<file path="config.mk">
export PLATFORM = sky130hd
export DESIGN_NAME = pwm_hilo_channel
export DESIGN_NICKNAME = d
export VERILOG_FILES = /design/src/rtl/pwm_hilo_pkg.sv /design/src/rtl/pwm_hilo_regs.sv /design/src/rtl/pwm_hilo_tick.sv /design/src/rtl/pwm_hilo_phase.sv /design/src/rtl/pwm_hilo_channel.sv
export SDC_FILE = /design/constraint.sdc
export NUM_CORES = 1
export LEC_CHECK = 0
export ABC_AREA = 0
export ABC_CLOCK_PERIOD_IN_PS = 2600
export BUFFER_PORTS_ARGS = -buffer_cell sky130_fd_sc_hd__clkbuf_2
export CORE_MARGIN = 2
export CORE_UTILIZATION = 35
export DETAILED_ROUTE_END_ITERATION = 12
export PLACE_DENSITY = 0.64
export SYNTH_ARGS = -nofsm -noshare
export SYNTH_HDL_FRONTEND = slang
export SYNTH_SLANG_ARGS = --single-unit
</file>
<file path="constraint.sdc">
create_clock -name clk -period 2.6 [get_ports clk]
set_input_delay 0.52 -clock clk [delete_from_list [all_inputs] [get_ports clk]]
set_output_delay 0.52 -clock clk [all_outputs]
set_load 0.05 [all_outputs]
</file>
<file path="src/rtl/pwm_hilo_pkg.sv">
package pwm_hilo_pkg;
  localparam int PHASE_W  = 16;
  localparam int MODE_W   = 3;
  localparam int CTRL_W   = MODE_W + 1;
  localparam int RELOAD_W = 2 * PHASE_W;
  localparam logic [MODE_W-1:0] MODE_PWM = 3'b100;

  typedef struct packed {
    logic              clk_bus;
    logic [MODE_W-1:0] mode;
  } ctrl_t;
endpackage

</file>
<file path="src/rtl/pwm_hilo_regs.sv">
module pwm_hilo_regs
  import pwm_hilo_pkg::*;
#(
  parameter int PW = PHASE_W
) (
  input  logic            clk,
  input  logic            rst_n,
  input  logic            ctrl_we,
  input  logic [CTRL_W-1:0] ctrl_wdata,
  input  logic            reload_we,
  input  logic [2*PW-1:0] reload_wdata,
  output ctrl_t           ctrl_q,
  output logic [PW-1:0]   hi_q,
  output logic [PW-1:0]   lo_q,
  output logic            restart_q
);
  ctrl_t wr;
  logic  enter_pwm;

  assign wr        = ctrl_t'(ctrl_wdata);
  assign enter_pwm = ctrl_we && (wr.mode == MODE_PWM) && (ctrl_q.mode != MODE_PWM);

  always_ff @(posedge clk or negedge rst_n) begin
    if (!rst_n) begin
      ctrl_q    <= '0;
      hi_q      <= '0;
      lo_q      <= '0;
      restart_q <= 1'b0;
    end else begin
      if (ctrl_we) ctrl_q <= wr;
      if (reload_we) begin
        hi_q <= reload_wdata[2*PW-1:PW];
        lo_q <= reload_wdata[PW-1:0];
      end
      restart_q <= reload_we | enter_pwm;
    end
  end

  // entering PWM mode always leaves the mode at PWM next cycle
  p_enter_mode_r10: assert property (@(posedge clk) disable iff (!rst_n)
    restart_q && !$past(reload_we) |-> ctrl_q.mode == MODE_PWM);
endmodule

</file>
<file path="src/rtl/pwm_hilo_tick.sv">
module pwm_hilo_tick #(
  parameter int SYNC_STAGES = 2
) (
  input  logic clk,
  input  logic rst_n,
  input  logic ext_i,
  input  logic sel_bus,
  output logic tick
);
  localparam int DEPTH = SYNC_STAGES + 1;
  logic [DEPTH-1:0] sh;
  logic             ext_edge;

  generate
    if (DEPTH > 1) begin : g_chain
      always_ff @(posedge clk or negedge rst_n) begin
        if (!rst_n) sh <= '0;
        else        sh <= {sh[DEPTH-2:0], ext_i};
      end
    end else begin : g_single
      always_ff @(posedge clk or negedge rst_n) begin
        if (!rst_n) sh <= '0;
        else        sh <= ext_i;
      end
    end
  endgenerate

  assign ext_edge = sh[DEPTH-2] & ~sh[DEPTH-1];
  assign tick     = sel_bus | ext_edge;

  // one synchronised rising edge never yields two adjacent ticks
  p_edge_single_r8: assert property (@(posedge clk) disable iff (!rst_n)
    ext_edge |=> !ext_edge);
endmodule

</file>
<file path="src/rtl/pwm_hilo_phase.sv">
module pwm_hilo_phase #(
  parameter int PW = 16
) (
  input  logic          clk,
  input  logic          rst_n,
  input  logic          pwm_en,
  input  logic          restart,
  input  logic          tick,
  input  logic [PW-1:0] hi,
  input  logic [PW-1:0] lo,
  output logic          pwm_o
);
  logic [PW-1:0] cnt;

  always_ff @(posedge clk or negedge rst_n) begin
    if (!rst_n) begin
      cnt   <= '0;
      pwm_o <= 1'b0;
    end else if (!pwm_en) begin
      cnt   <= '0;
      pwm_o <= 1'b0;
    end else if (restart) begin
      cnt   <= hi;
      pwm_o <= 1'b1;
    end else if (tick) begin
      if (cnt == '0) begin
        pwm_o <= ~pwm_o;
        cnt   <= pwm_o ? lo : hi;
      end else begin
        cnt <= cnt - 1'b1;
      end
    end
  end

  p_idle_low_r6: assert property (@(posedge clk) disable iff (!rst_n)
    !pwm_en |=> !pwm_o && cnt == '0);
  p_restart_high_r9: assert property (@(posedge clk) disable iff (!rst_n)
    pwm_en && restart |=> pwm_o && cnt == $past(hi));
  p_hold_no_tick_r3: assert property (@(posedge clk) disable iff (!rst_n)
    pwm_en && !restart && !tick |=> $stable(pwm_o));
  p_toggle_at_zero_r4: assert property (@(posedge clk) disable iff (!rst_n)
    pwm_en && !restart && tick && cnt == '0 |=> pwm_o != $past(pwm_o));
endmodule

</file>
<file path="src/rtl/pwm_hilo_channel.sv">
module pwm_hilo_channel
  import pwm_hilo_pkg::*;
#(
  parameter int SYNC_STAGES = 2
) (
  input  logic                clk,
  input  logic                rst_n,
  input  logic                ext_tick_i,
  input  logic                ctrl_we,
  input  logic [CTRL_W-1:0]   ctrl_wdata,
  input  logic                reload_we,
  input  logic [RELOAD_W-1:0] reload_wdata,
  output logic                pwm_o
);
  ctrl_t              ctrl_q;
  logic [PHASE_W-1:0] hi_q;
  logic [PHASE_W-1:0] lo_q;
  logic               restart_q;
  logic               tick;
  logic               pwm_en;

  pwm_hilo_regs #(.PW(PHASE_W)) u_regs (
    .clk          (clk),
    .rst_n        (rst_n),
    .ctrl_we      (ctrl_we),
    .ctrl_wdata   (ctrl_wdata),
    .reload_we    (reload_we),
    .reload_wdata (reload_wdata),
    .ctrl_q       (ctrl_q),
    .hi_q         (hi_q),
    .lo_q         (lo_q),
    .restart_q    (restart_q)
  );

  pwm_hilo_tick #(.SYNC_STAGES(SYNC_STAGES)) u_tick (
    .clk     (clk),
    .rst_n   (rst_n),
    .ext_i   (ext_tick_i),
    .sel_bus (ctrl_q.clk_bus),
    .tick    (tick)
  );

  assign pwm_en = (ctrl_q.mode == MODE_PWM);

  pwm_hilo_phase #(.PW(PHASE_W)) u_phase (
    .clk     (clk),
    .rst_n   (rst_n),
    .pwm_en  (pwm_en),
    .restart (restart_q),
    .tick    (tick),
    .hi      (hi_q),
    .lo      (lo_q),
    .pwm_o   (pwm_o)
  );
endmodule

</file>
==> metrics.log, run 1 <==
INFO  metric run_status = finished clean
INFO  metric async_flop_share = between 90% and 100%
INFO  metric clk_root_buf = clkbuf_8
INFO  metric final_antenna_net_count = 0
INFO  metric routed-via-count = ~2400
INFO  metric crit_required = approximately 2.8 ns
INFO  metric die_width = 97.7 microns
INFO  metric groute.usage.overall = 15.6%
INFO  metric die_h = a little under 100 microns
INFO  metric final_design_area_no_fill = 3570 sq um
INFO  metric cts_tree = yes
INFO  metric unrepaired_setup_endpoints_after_global_routing = no
INFO  metric worst_hold_path_type = in2async
INFO  metric vdd_ir_drop_max = between 200 and 300 uV
INFO  metric final-instance-count-excl-fill = around 440
INFO  metric num_rows = 34
INFO  metric ios = 42
INFO  metric final.fill_count = between 800 and 900
INFO  metric pin_count_of_the_biggest_net_entering_global_routing = 38
INFO  metric crit_path_end_kind = flip-flop
INFO  metric syn-instance-count = roughly 280
INFO  metric drc = 0
INFO  metric worst-endpoint-arrival = between 2 and 2.5 ns
INFO  metric leakage = 1.59 nW
INFO  metric synth-edff-count = 0
INFO  metric drive_above_1_share = about a third
INFO  metric maxClockFrequency = roughly 0.45 GHz
INFO  metric synth_area_leader_cell = dfrtp_1
INFO  metric drt_iter0_markers = between 100 and 150
INFO  metric path_class = reg2reg
INFO  metric critical_path.endpoint = u_phase.cnt[12]
INFO  metric synth_top_flop_cell = dfrtp_1
INFO  metric postPlaceCellArea = about 3400 sq um
INFO  metric post_cts.resized_instances = 0
INFO  metric cp-start-kind = flip-flop
INFO  metric synthDistinctLibCells = 55
INFO  metric slew_viol_final = 0
INFO  metric post-route-period-util = 86.1%
INFO  metric reg2reg_from = u_phase.cnt[0]
INFO  metric postSynthRegisterBits = 57
INFO  metric drt_pre_antenna_iters = 4
INFO  metric worst_r2r_path_depth = 7
INFO  metric rrSetupSlack = between 0.3 and 0.4 ns
INFO  metric hpwlAfterDp = ~5.0 mm
INFO  metric yosys_warnings = 0
INFO  metric cts_hold_buffers = 0
INFO  metric synth.avg_cell_area = 10.8 sq um
INFO  metric total_power = 2.51 mW
INFO  metric setup_viol_count_final = 0
INFO  metric regToRegEndpoint = u_phase.cnt[12]
INFO  metric synth_nets = between 300 and 400
INFO  metric maxSlewHeadroom = between 40% and 50%
INFO  metric critical_path.cell_chain = inv_1, ha_1, nor4b_4, nand4b_4, o21ai_1, a21oi_1, a32o_1
INFO  metric drv_cap = 0
INFO  metric clockBufferDepth = 2
INFO  metric worst_setup_path_startpoint = u_phase.cnt[0]
INFO  metric place.gp.congestion = between 0.8 and 0.9
INFO  metric core = about 8600 sq um
INFO  metric final-hold-violation-count = 0
INFO  metric cp_slowest_stage_delay = between 0.4 and 0.5 ns
INFO  metric clock_tree.htree_level_count = 3
INFO  metric setup_tns = 0 ns
INFO  metric worst_clock_skew = roughly 0.0097 ns
INFO  metric number_of_antenna_violations_at_the_first_check_in_global_routing = 0
INFO  metric cts_made_buffers = 9
INFO  metric yosysSeqAreaShare = around 46%
INFO  metric post_drt_via_cell_ratio = between 5 and 6
INFO  metric area_growth_syn_to_layout = 16.3%
INFO  metric cts.reportedPaths.clkPinSlew = ~0.070 ns
INFO  metric grt_pass1_vias = between 2000 and 2500
INFO  metric clock_sinks = 57
INFO  metric yosys-top-cells-count = 57 x dfrtp_1, 37 x mux2_2, 22 x a21oi_1, 22 x nand2_1
INFO  metric timing.critical_path.fanout_max = 24
INFO  metric post_cts.repair.setup_buffers = 0
INFO  metric grt_pass1_wl = around 12 mm
INFO  metric synth_largest_type_area_fraction = a little under half
INFO  metric cpMaxStageDelayCell = dfrtp_1
INFO  metric syn_area = 3070 sq um
INFO  metric buffer_ports.inserted = 41
INFO  metric die_area = 9550 sq um
INFO  metric yosys-top-cells-area = dfrtp_1 46%, mux2_2 14%, a21oi_1 3.6%, mux2i_1 2.9%, o21ai_0 2.8%
INFO  metric design.final.nets = between 300 and 400
INFO  metric period_needed = roughly 2.2 ns
INFO  metric placed_cells = approximately 430
INFO  metric pre_cts_ws = between 0.3 and 0.4 ns
INFO  metric floorplan.initialDensity = 35.6%
INFO  metric worst_skew_pair.late_latency = 0.34 ns
INFO  metric antennaDiodeCount = 0
INFO  metric global_route.overflow_total = 0
INFO  metric synth.most_common_cell = dfrtp_1
INFO  metric wirelength = between 6 and 7 mm
INFO  metric final.setup.worst_slack = ~0.36 ns
INFO  metric worst_pin_slew = approximately 0.83 ns
INFO  metric power_density = 702 nW/um^2
INFO  metric routedWlPerCell = ~16 microns
==> per-stage QoR <==
step	util (%)	hold WS, ns
global placement	39.3	0.334
detailed placement	39.3	0.337
global route	41.4	0.255
finish	41.4	0.219
CTS	41.4	0.233
floorplan	-	0.224
==> sequential cells by signal, indices dropped and copies added, names as in the netlist <==
signal	flops
u_regs.restart_q	1
u_regs.hi_q	16
u_tick.sh	3
u_regs.ctrl_q	4
u_regs.lo_q	16
u_phase.cnt	16
u_phase.pwm_o	1
==> how the worst min path moves through the flow <==
stage                 endpoint  slack [ns]  cells after the start    startpoint
3_5_place_dp      u_tick.sh[1]        0.34                      0  u_tick.sh[0]
3_3_place_gp      u_tick.sh[1]        0.33                      0  u_tick.sh[0]
6_report       u_phase.cnt[14]        0.22                      1         rst_n
2_1_floorplan   u_phase.cnt[0]        0.22                      0         rst_n
5_1_grt         u_phase.cnt[7]        0.26                      1         rst_n
4_1_cts         u_phase.cnt[8]        0.23                      1         rst_n
==> logic make-up after synthesis <==
group                      synth area share, %
AOI/OAI and AO/OA                         16.6
xor gates and xnor gates                  1.43
adders and majority gates                0.814
buffers and inverters                     3.83
DFF                                       46.4
muxes                                     16.5
and+or+nand+nor                           14.5
==> per-layer routing <==
metal / track usage [%] / vias up / wire length (microns)
li1: - / 1136 / -
met1: 20.8 / 1141 / 3100
met2: 25.1 / 66 / 3270
met3: 3.53 / 12 / 375
met4: 5.88 / 0 / 102
met5: 0 / - / 0
==> layout by cell type, fill, tap and decap left out, drive strengths merged, types with 2 or more instances in the layout <==
cell type,n
a211oi,4
a21o,3
a21oi,22
a22o,2
a32oi,2
buf,8
clkbuf,53
clkinv,3
dfrtp,57
ha,2
inv,10
mux2,37
mux2i,9
nand2,23
nand3,6
nand4b,2
nor2,17
nor2b,3
nor3,6
nor3b,2
nor4,3
nor4b,3
o211ai,4
o21ai,23
o22ai,2
o31ai,2
o32ai,2
or4,4
xnor2,3
xor2,2
==> critical path, delay by kind of cell, from the launching register on <==
kind | cells | cell delay (ns)
AND/OR/NAND/NOR | 2 | 0.77
adder cells (fa/ha/maj) | 1 | 0.15
flip-flops | 1 | 0.46
buffers and inverters | 1 | 0.11
AO/OA/AOI/OAI | 3 | 0.64
==> cell type report <==
cell class	count	area (sq um)	share of cell area (%)
Clock buffer	12	165	4.62
Clock inverter	3	15.0	0.420
Inverter	10	37.5	1.05
Multi-Input combinational cell	202	1530	42.8
Sequential cell	57	1430	39.9
Tap cell	108	135	3.78
Timing Repair Buffer	49	265	7.42
==> report_power, final <==
group	switching, mW	internal [mW]
registers	0.0785	0.965
clock network	0.340	0.413
logic	0.388	0.322
No activity file was read; power rests on OpenSTA's default activity.
==> run 2: changes to the inputs <==
--- a/config.mk
+++ b/config.mk
@@ -6,9 +6,8 @@
 export NUM_CORES = 1
 export LEC_CHECK = 0
 export ABC_AREA = 0
-export ABC_CLOCK_PERIOD_IN_PS = 2600
+export ABC_CLOCK_PERIOD_IN_PS = 2750
 export BUFFER_PORTS_ARGS = -buffer_cell sky130_fd_sc_hd__clkbuf_2
-export CORE_MARGIN = 2
 export CORE_UTILIZATION = 35
 export DETAILED_ROUTE_END_ITERATION = 12
 export PLACE_DENSITY = 0.64
==> constraint.sdc (replaced) <==
create_clock -name clk -period 2.75 [get_ports clk]
set_input_delay 0.55 -clock clk [delete_from_list [all_inputs] [get_ports clk]]
set_output_delay 0.55 -clock clk [all_outputs]
set_load 0.05 [all_outputs]
==> run 2 against run 1 <==
Compared with the run above:
- via count up 1.1%
- non-clock buffer count down 2
- first-iteration DRC count up 43%
- setup slack better by 0.089 ns
- wire length up 1.6%
- critical endpoint unchanged
- largest cell class unchanged
- largest power group unchanged
==> metrics.log, run 2 (synthesized netlist as in run 1, its figures left out) <==
INFO  metric run_status = finished clean
INFO  metric final_design_area_no_fill = 3570 sq um (-0.18%)
INFO  metric timing.critical_path.fanout_max = 24 (unchanged)
INFO  metric final.fill_count = 846 (-2.5%)
INFO  metric clk_root_buf = clkbuf_8
INFO  metric postPlaceCellArea = 3390 sq um (-0.18%)
INFO  metric cts.reportedPaths.clkPinSlew = 0.06 ns (about the same)
INFO  metric cts_hold_buffers = 0 (unchanged)
INFO  metric die_width = 95.7 microns (-2.0%)
INFO  metric power_switching = 0.774 mW (-4.1%)
INFO  metric cp-start-kind = flip-flop
INFO  metric place.gp.congestion = 0.821 (-6.5%)
INFO  metric fin_util = 42.8% (+1.4 points)
INFO  metric proportion_of_total_power_due_to_net_switching = 32.5% (+0.31 points)
INFO  metric ios = 42 (unchanged)
INFO  metric number_of_antenna_violations_at_the_first_check_in_global_routing = 0 (unchanged)
INFO  metric cts_tree = yes
INFO  metric final_antenna_net_count = 0 (unchanged)
INFO  metric clock_sinks = 57 (unchanged)
INFO  metric worst_skew_pair.late_latency = 0.35 ns (about the same)
INFO  metric drt_iter0_markers = 159 (+43%)
INFO  metric worst_clock_skew = 0.00846 ns (-0.00127 ns)
INFO  metric setup_tns = 0 ns (unchanged)
INFO  metric post_drt_via_cell_ratio = 5.46 (+2.2%)
INFO  metric final_cell_mix = 57 x dfrtp_1, 41 x clkbuf_2, 37 x mux2_2
INFO  metric routed-via-count = 2380 (+1.1%)
INFO  metric grt_pass1_wl = 11.7 mm (-2.7%)
INFO  metric share_seq_of_total_power = 41.3% (-0.3 points)
INFO  metric crit_path_end_kind = flip-flop
INFO  metric placed_cells = 421 (-1.2%)
INFO  metric period_needed = 2.30 ns (+0.0613 ns)
INFO  metric post_cts.resized_instances = 0 (unchanged)
INFO  metric worst_pin_slew = 0.850 ns (+0.0243 ns)
INFO  metric whs = 0.251 ns (+0.0317 ns)
INFO  metric setup_viol_count_final = 0 (unchanged)
INFO  metric drt_pre_antenna_iters = 5 (+1)
INFO  metric drc = 0 (unchanged)
INFO  metric wirelength = 6.96 mm (+1.6%)
INFO  metric slew_viol_final = 0 (unchanged)
INFO  metric routedWlPerCell = 16.0 microns (+2.8%)
INFO  metric global_route.overflow_total = 0 (unchanged)
INFO  metric leakage = 1.58 nW (-0.32%)
INFO  metric intPower = 1.61 mW (-5.5%)
INFO  metric post-route-period-util = 83.6% (-2.5 points)
INFO  metric antennaDiodeCount = 0 (unchanged)
INFO  metric maxClockFrequency = 0.435 GHz (-2.7%)
INFO  metric path_class = reg2reg
INFO  metric crit_required = 2.99 ns (+0.16 ns)
INFO  metric floorplan.initialDensity = 36.8% (+1.3 points)
INFO  metric grt_pass1_vias = 2404 (unchanged)
INFO  metric maxSlewHeadroom = 43.3% (-1.6 points)
INFO  metric final-hold-violation-count = 0 (unchanged)
INFO  metric power.share.clock = 30.1% (about the same)
INFO  metric hpwlAfterDp = 4.84 mm (-2.5%)
INFO  metric clock_tree.htree_level_count = 3 (unchanged)
INFO  metric most_frequent_standard_cell_in_the_layout_excluding_fill_and_tap_cells = dfrtp_1
INFO  metric cts_made_buffers = 9 (unchanged)
INFO  metric final-instance-count-excl-fill = 436 (-1.1%)
INFO  metric drive_above_1_share = 34.4% (-0.39 points)
INFO  metric unrepaired_setup_endpoints_after_global_routing = no
INFO  metric clockBufferDepth = 2 (unchanged)
INFO  metric num_rows = 33 (-2.9%)
INFO  metric largest_registers = u_phase.cnt (16), u_regs.hi_q (16), u_regs.lo_q (16)
INFO  metric groute.usage.overall = 16.9% (+1.3 points)
INFO  metric design.final.nets = 370 (-0.54%)
INFO  metric post_cts.repair.setup_buffers = 0 (unchanged)
INFO  metric worst-endpoint-arrival = 2.54 ns (+0.07 ns)
INFO  metric worst_hold_path_type = in2async
INFO  metric buffer_ports.inserted = 41 (unchanged)
INFO  metric die_h = 95.7 microns (-2.0%)
INFO  metric power.share.combinational = 28.6% (+0.3 points)
INFO  metric power_density = 667 nW/um^2 (-4.9%)
INFO  metric die_area = 9160 sq um (-4.1%)
INFO  metric drv_cap = 0 (unchanged)
INFO  metric area_growth_syn_to_layout = 16.1%
INFO  metric pin_count_of_the_biggest_net_entering_global_routing = 38 (unchanged)
INFO  metric core = 8340 sq um (-3.4%)
INFO  metric vdd_ir_drop_max = 329 uV (+15%)
[run 2: cell count changes in the layout (fill, tap and decap cells not counted), sizes merged]
cell,change
buf,-2
[run 2: per-stage QoR]
step                      worst slack (ns)  power [mW]
final                                0.450        2.38
after global routing                 0.299        2.52
after CTS                            0.473        2.40
after detailed placement             0.502        1.67
after global placement               0.603        1.66
after floorplan                      0.743        1.52
[run 2: path summary, 6_finish.rpt]
path                           startpoint               end  slack, ns  cells past startpoint
max                        u_phase.cnt[0]   u_phase.cnt[12]       0.45                      7
min                                 rst_n  u_regs.ctrl_q[0]       0.25                      1
max reg2reg                u_phase.cnt[0]   u_phase.cnt[12]       0.45                      7
min reg2reg                  u_tick.sh[0]      u_tick.sh[1]       0.35                      0
max in group asynchronous           rst_n    u_regs.lo_q[8]       1.89                      2
min in group clk               ext_tick_i      u_tick.sh[0]       0.31                      1
[run 2: metal layers]
layer / share of wire [%] / vias to the layer above / track usage [%]
li1: - / 1138 / -
met2: 49 / 55 / 26.7
met1: 45 / 1180 / 21.8
met3: 5.0 / 7 / 4.66
met4: 1.5 / 0 / 7.21
met5: 0 / - / 0
[run 2: worst max-delay path, stage by stage, from the launching register on]
cell and delay (ns):
dfrtp_1 0.46, inv_1 0.12, ha_1 0.16, nor4b_4 0.37, nand4b_4 0.44, o21ai_1 0.31, a21oi_1 0.10, a32o_1 0.22
[run 2: area by class of cell]
| type | count | area (sq um) | area share, % |
|---|---|---|---|
| clock buffer | 12 | 165 | 4.63 |
| clock inverter | 3 | 15.0 | 0.421 |
| inverter | 10 | 37.5 | 1.05 |
| multi-input combinational | 202 | 1530 | 42.9 |
| sequential | 57 | 1430 | 40.0 |
| tap | 105 | 131 | 3.68 |
| timing repair buffer | 47 | 263 | 7.37 |
[run 2: power groups by stage]
stage | Clock [mW] | Sequential [mW] | Combinational (mW)
6_report | 0.716 | 0.984 | 0.682
5_1_grt | 0.774 | 0.995 | 0.750
4_1_cts | 0.739 | 0.984 | 0.680
3_5_place_dp | 0 | 1.00 | 0.675
3_3_place_gp | 0 | 0.995 | 0.660
2_1_floorplan | 0 | 0.977 | 0.540
==> run 3: changes to the inputs <==
--- a/config.mk
+++ b/config.mk
@@ -6,7 +6,7 @@
 export NUM_CORES = 1
 export LEC_CHECK = 0
 export ABC_AREA = 0
-export ABC_CLOCK_PERIOD_IN_PS = 2750
+export ABC_CLOCK_PERIOD_IN_PS = 2400
 export BUFFER_PORTS_ARGS = -buffer_cell sky130_fd_sc_hd__clkbuf_2
 export CORE_UTILIZATION = 35
 export DETAILED_ROUTE_END_ITERATION = 12
==> constraint.sdc (replaced) <==
create_clock -name clk -period 2.4 [get_ports clk]
set_input_delay 0.48 -clock clk [delete_from_list [all_inputs] [get_ports clk]]
set_output_delay 0.48 -clock clk [all_outputs]
set_load 0.05 [all_outputs]
==> run 3 against run 2 <==
Compared with the run above:
- clock power is 25% higher
- setup slack got worse by 0.30 ns
- clock skew shrank 0.0020 ns
- cell area rose by 0.91%
==> metrics.log, run 3 (synthesized netlist as in run 1, its figures left out) <==
INFO  metric critical_path.cell_chain = inv_1, ha_1, nor4b_4, nand4b_4, o21ai_1, a21oi_1, a32o_1
INFO  metric hpwlAfterDp = 4.84 mm (about the same)
INFO  metric most_frequent_standard_cell_in_the_layout_excluding_fill_and_tap_cells = dfrtp_1
INFO  metric unrepaired_setup_endpoints_after_global_routing = no
INFO  metric crit_required = 2.63 ns (-0.36 ns)
INFO  metric drt_iter0_markers = 148 (-6.9%)
INFO  metric routedWlPerCell = 15.5 microns (-2.7%)
INFO  metric path_delay_family = simple AND/OR/NAND/NOR gates
INFO  metric timing.critical_path.fanout_max = 24 (unchanged)
INFO  metric post-route-period-util = 93.6% (+9.9 points)
INFO  metric die_width = 95.7 microns (unchanged)
INFO  metric post_drt_via_cell_ratio = 5.41 (-0.83%)
INFO  metric clockBufferDepth = 2 (unchanged)
INFO  metric cts_hold_buffers = 0 (unchanged)
INFO  metric buffer_ports.inserted = 41 (unchanged)
INFO  metric maxSlewHeadroom = 48.4% (+5.0 points)
INFO  metric final-instance-count-excl-fill = 440 (+0.92%)
INFO  metric setup_viol_count_final = 0 (unchanged)
INFO  metric cp-start-kind = flip-flop
INFO  metric maxClockFrequency = 0.445 GHz (+2.4%)
INFO  metric crit_path_end_kind = flip-flop
INFO  metric run_status = finished clean
INFO  metric worst-endpoint-arrival = 2.47 ns (-0.07 ns)
INFO  metric final-hold-violation-count = 0 (unchanged)
INFO  metric period_needed = 2.25 ns (-0.0546 ns)
INFO  metric worst_pin_slew = 0.775 ns (-0.0756 ns)
INFO  metric cp_slowest_stage_delay = 0.46 ns (about the same)
INFO  metric die_area = 9160 sq um (unchanged)
INFO  metric clock_tree.htree_level_count = 3 (unchanged)
INFO  metric post_cts.resized_instances = 0 (unchanged)
INFO  metric place.gp.congestion = 0.848 (+3.3%)
INFO  metric drc = 0 (unchanged)
INFO  metric total_power = 2.80 mW (+18%)
INFO  metric clock_sinks = 57 (unchanged)
INFO  metric global_route.overflow_total = 0 (unchanged)
INFO  metric placed_cells = 425 (+0.95%)
INFO  metric slew_viol_final = 0 (unchanged)
INFO  metric clk_root_buf = clkbuf_8
INFO  metric number_of_antenna_violations_at_the_first_check_in_global_routing = 0 (unchanged)
INFO  metric floorplan.initialDensity = 36.8% (unchanged)
INFO  metric crit_buf_inv = 1 (unchanged)
INFO  metric cts.reportedPaths.clkPinSlew = 0.06 ns (about the same)
INFO  metric ios = 42 (unchanged)
INFO  metric cpMaxStageDelayCell = dfrtp_1
INFO  metric drive_above_1_share = 34.9% (+0.48 points)
INFO  metric leakage = 1.60 nW (+1.2%)
INFO  metric core = 8340 sq um (unchanged)
INFO  metric groute.usage.overall = 16.8% (-0.087 points)
INFO  metric grt_pass1_wl = 11.6 mm (-0.29%)
INFO  metric die_h = 95.7 microns (unchanged)
INFO  metric worst_clock_skew = 0.00643 ns (-0.00202 ns)
INFO  metric wirelength = 6.84 mm (-1.8%)
INFO  metric power_density = 778 nW/um^2 (+17%)
INFO  metric fin_util = 43.2% (+0.39 points)
INFO  metric vdd_ir_drop_max = 321 uV (-2.4%)
INFO  metric pin_count_of_the_biggest_net_entering_global_routing = 33 (-13%)
INFO  metric worst_skew_pair.late_latency = 0.33 ns (-0.02 ns)
INFO  metric pre_cts_ws = 0.152 ns (-0.350 ns)
INFO  metric antennaDiodeCount = 0 (unchanged)
INFO  metric post_cts.repair.setup_buffers = 0 (unchanged)
INFO  metric cts_tree = yes
INFO  metric final.setup.worst_slack = 0.155 ns (-0.295 ns)
INFO  metric path_class = reg2reg
INFO  metric drt_pre_antenna_iters = 4 (-1)
INFO  metric design.final.nets = 374 (+1.1%)
INFO  metric area_growth_syn_to_layout = 17.1%
INFO  metric largest_registers = u_phase.cnt (16), u_regs.hi_q (16), u_regs.lo_q (16)
INFO  metric cts_made_buffers = 9 (unchanged)
INFO  metric num_rows = 33 (unchanged)
INFO  metric drv_cap = 0 (unchanged)
INFO  metric setup_tns = 0 ns (unchanged)
INFO  metric final_antenna_net_count = 0 (unchanged)
INFO  metric routed-via-count = 2382 (+0.084%)
INFO  metric grt_pass1_vias = 2471 (+2.8%)
INFO  metric final_cell_mix = 57 x dfrtp_1, 41 x clkbuf_2, 37 x mux2_2
INFO  metric worst_hold_path_type = in2async
==> run 3: cell type report <==
type / instances / area (sq um)
multi-input combinational: 202 / 1530
timing repair buffer: 51 / 280
tap: 105 / 131
inverter: 10 / 37.5
clock buffer: 12 / 155
fill: 842 / 4740
sequential: 57 / 1430
clock inverter: 3 / 40.0
==> run 3: layer usage <==
metal | vias to the layer above | track usage (%) | wire length, microns
li1 | 1136 | - | -
met1 | 1173 | 21.5 | 3080
met2 | 64 | 27.0 | 3250
met3 | 9 | 4.58 | 409
met4 | 0 | 6.84 | 98
met5 | - | 0 | 0
==> run 3: worst reg2reg max path, delay by kind of cell, from the launching register on <==
family,cells,cell delay (ns)
flip-flops,1,0.46
adder cells (fa/ha/maj),1,0.15
AND/OR/NAND/NOR,2,0.77
buffers and inverters,1,0.12
AO/OA/AOI/OAI,3,0.64
==> run 3: where the power goes <==
part	total (mW)	switching [mW]	internal, mW	leakage [nW]
logic	0.777	0.425	0.352	0.798
clock network	0.898	0.371	0.527	0.102
registers	1.13	0.0808	1.04	0.703
total	2.80	0.878	1.92	1.60
==> run 3: stage by stage <==
| step | area, sq um | hold WS (ns) |
|---|---|---|
| global route | 3600 | 0.103 |
| global placement | 3400 | 0.335 |
| CTS | 3600 | 0.0829 |
| finish | 3600 | 0.0819 |
| floorplan | 3070 | 0.184 |
| detailed placement | 3400 | 0.338 |
==> run 3: worst paths after layout <==
kind                       slack [ns]               end  depth (start not counted)            from
setup / recovery                 0.15   u_phase.cnt[12]                          7  u_phase.cnt[0]
hold / removal                   0.08  u_regs.ctrl_q[0]                          1           rst_n
setup reg to reg                 0.15   u_phase.cnt[12]                          7  u_phase.cnt[0]
hold reg to reg                  0.36      u_tick.sh[1]                          0    u_tick.sh[0]
max in group asynchronous        1.67    u_regs.lo_q[0]                          2           rst_n
min in group clk                 0.25      u_tick.sh[0]                          1      ext_tick_i
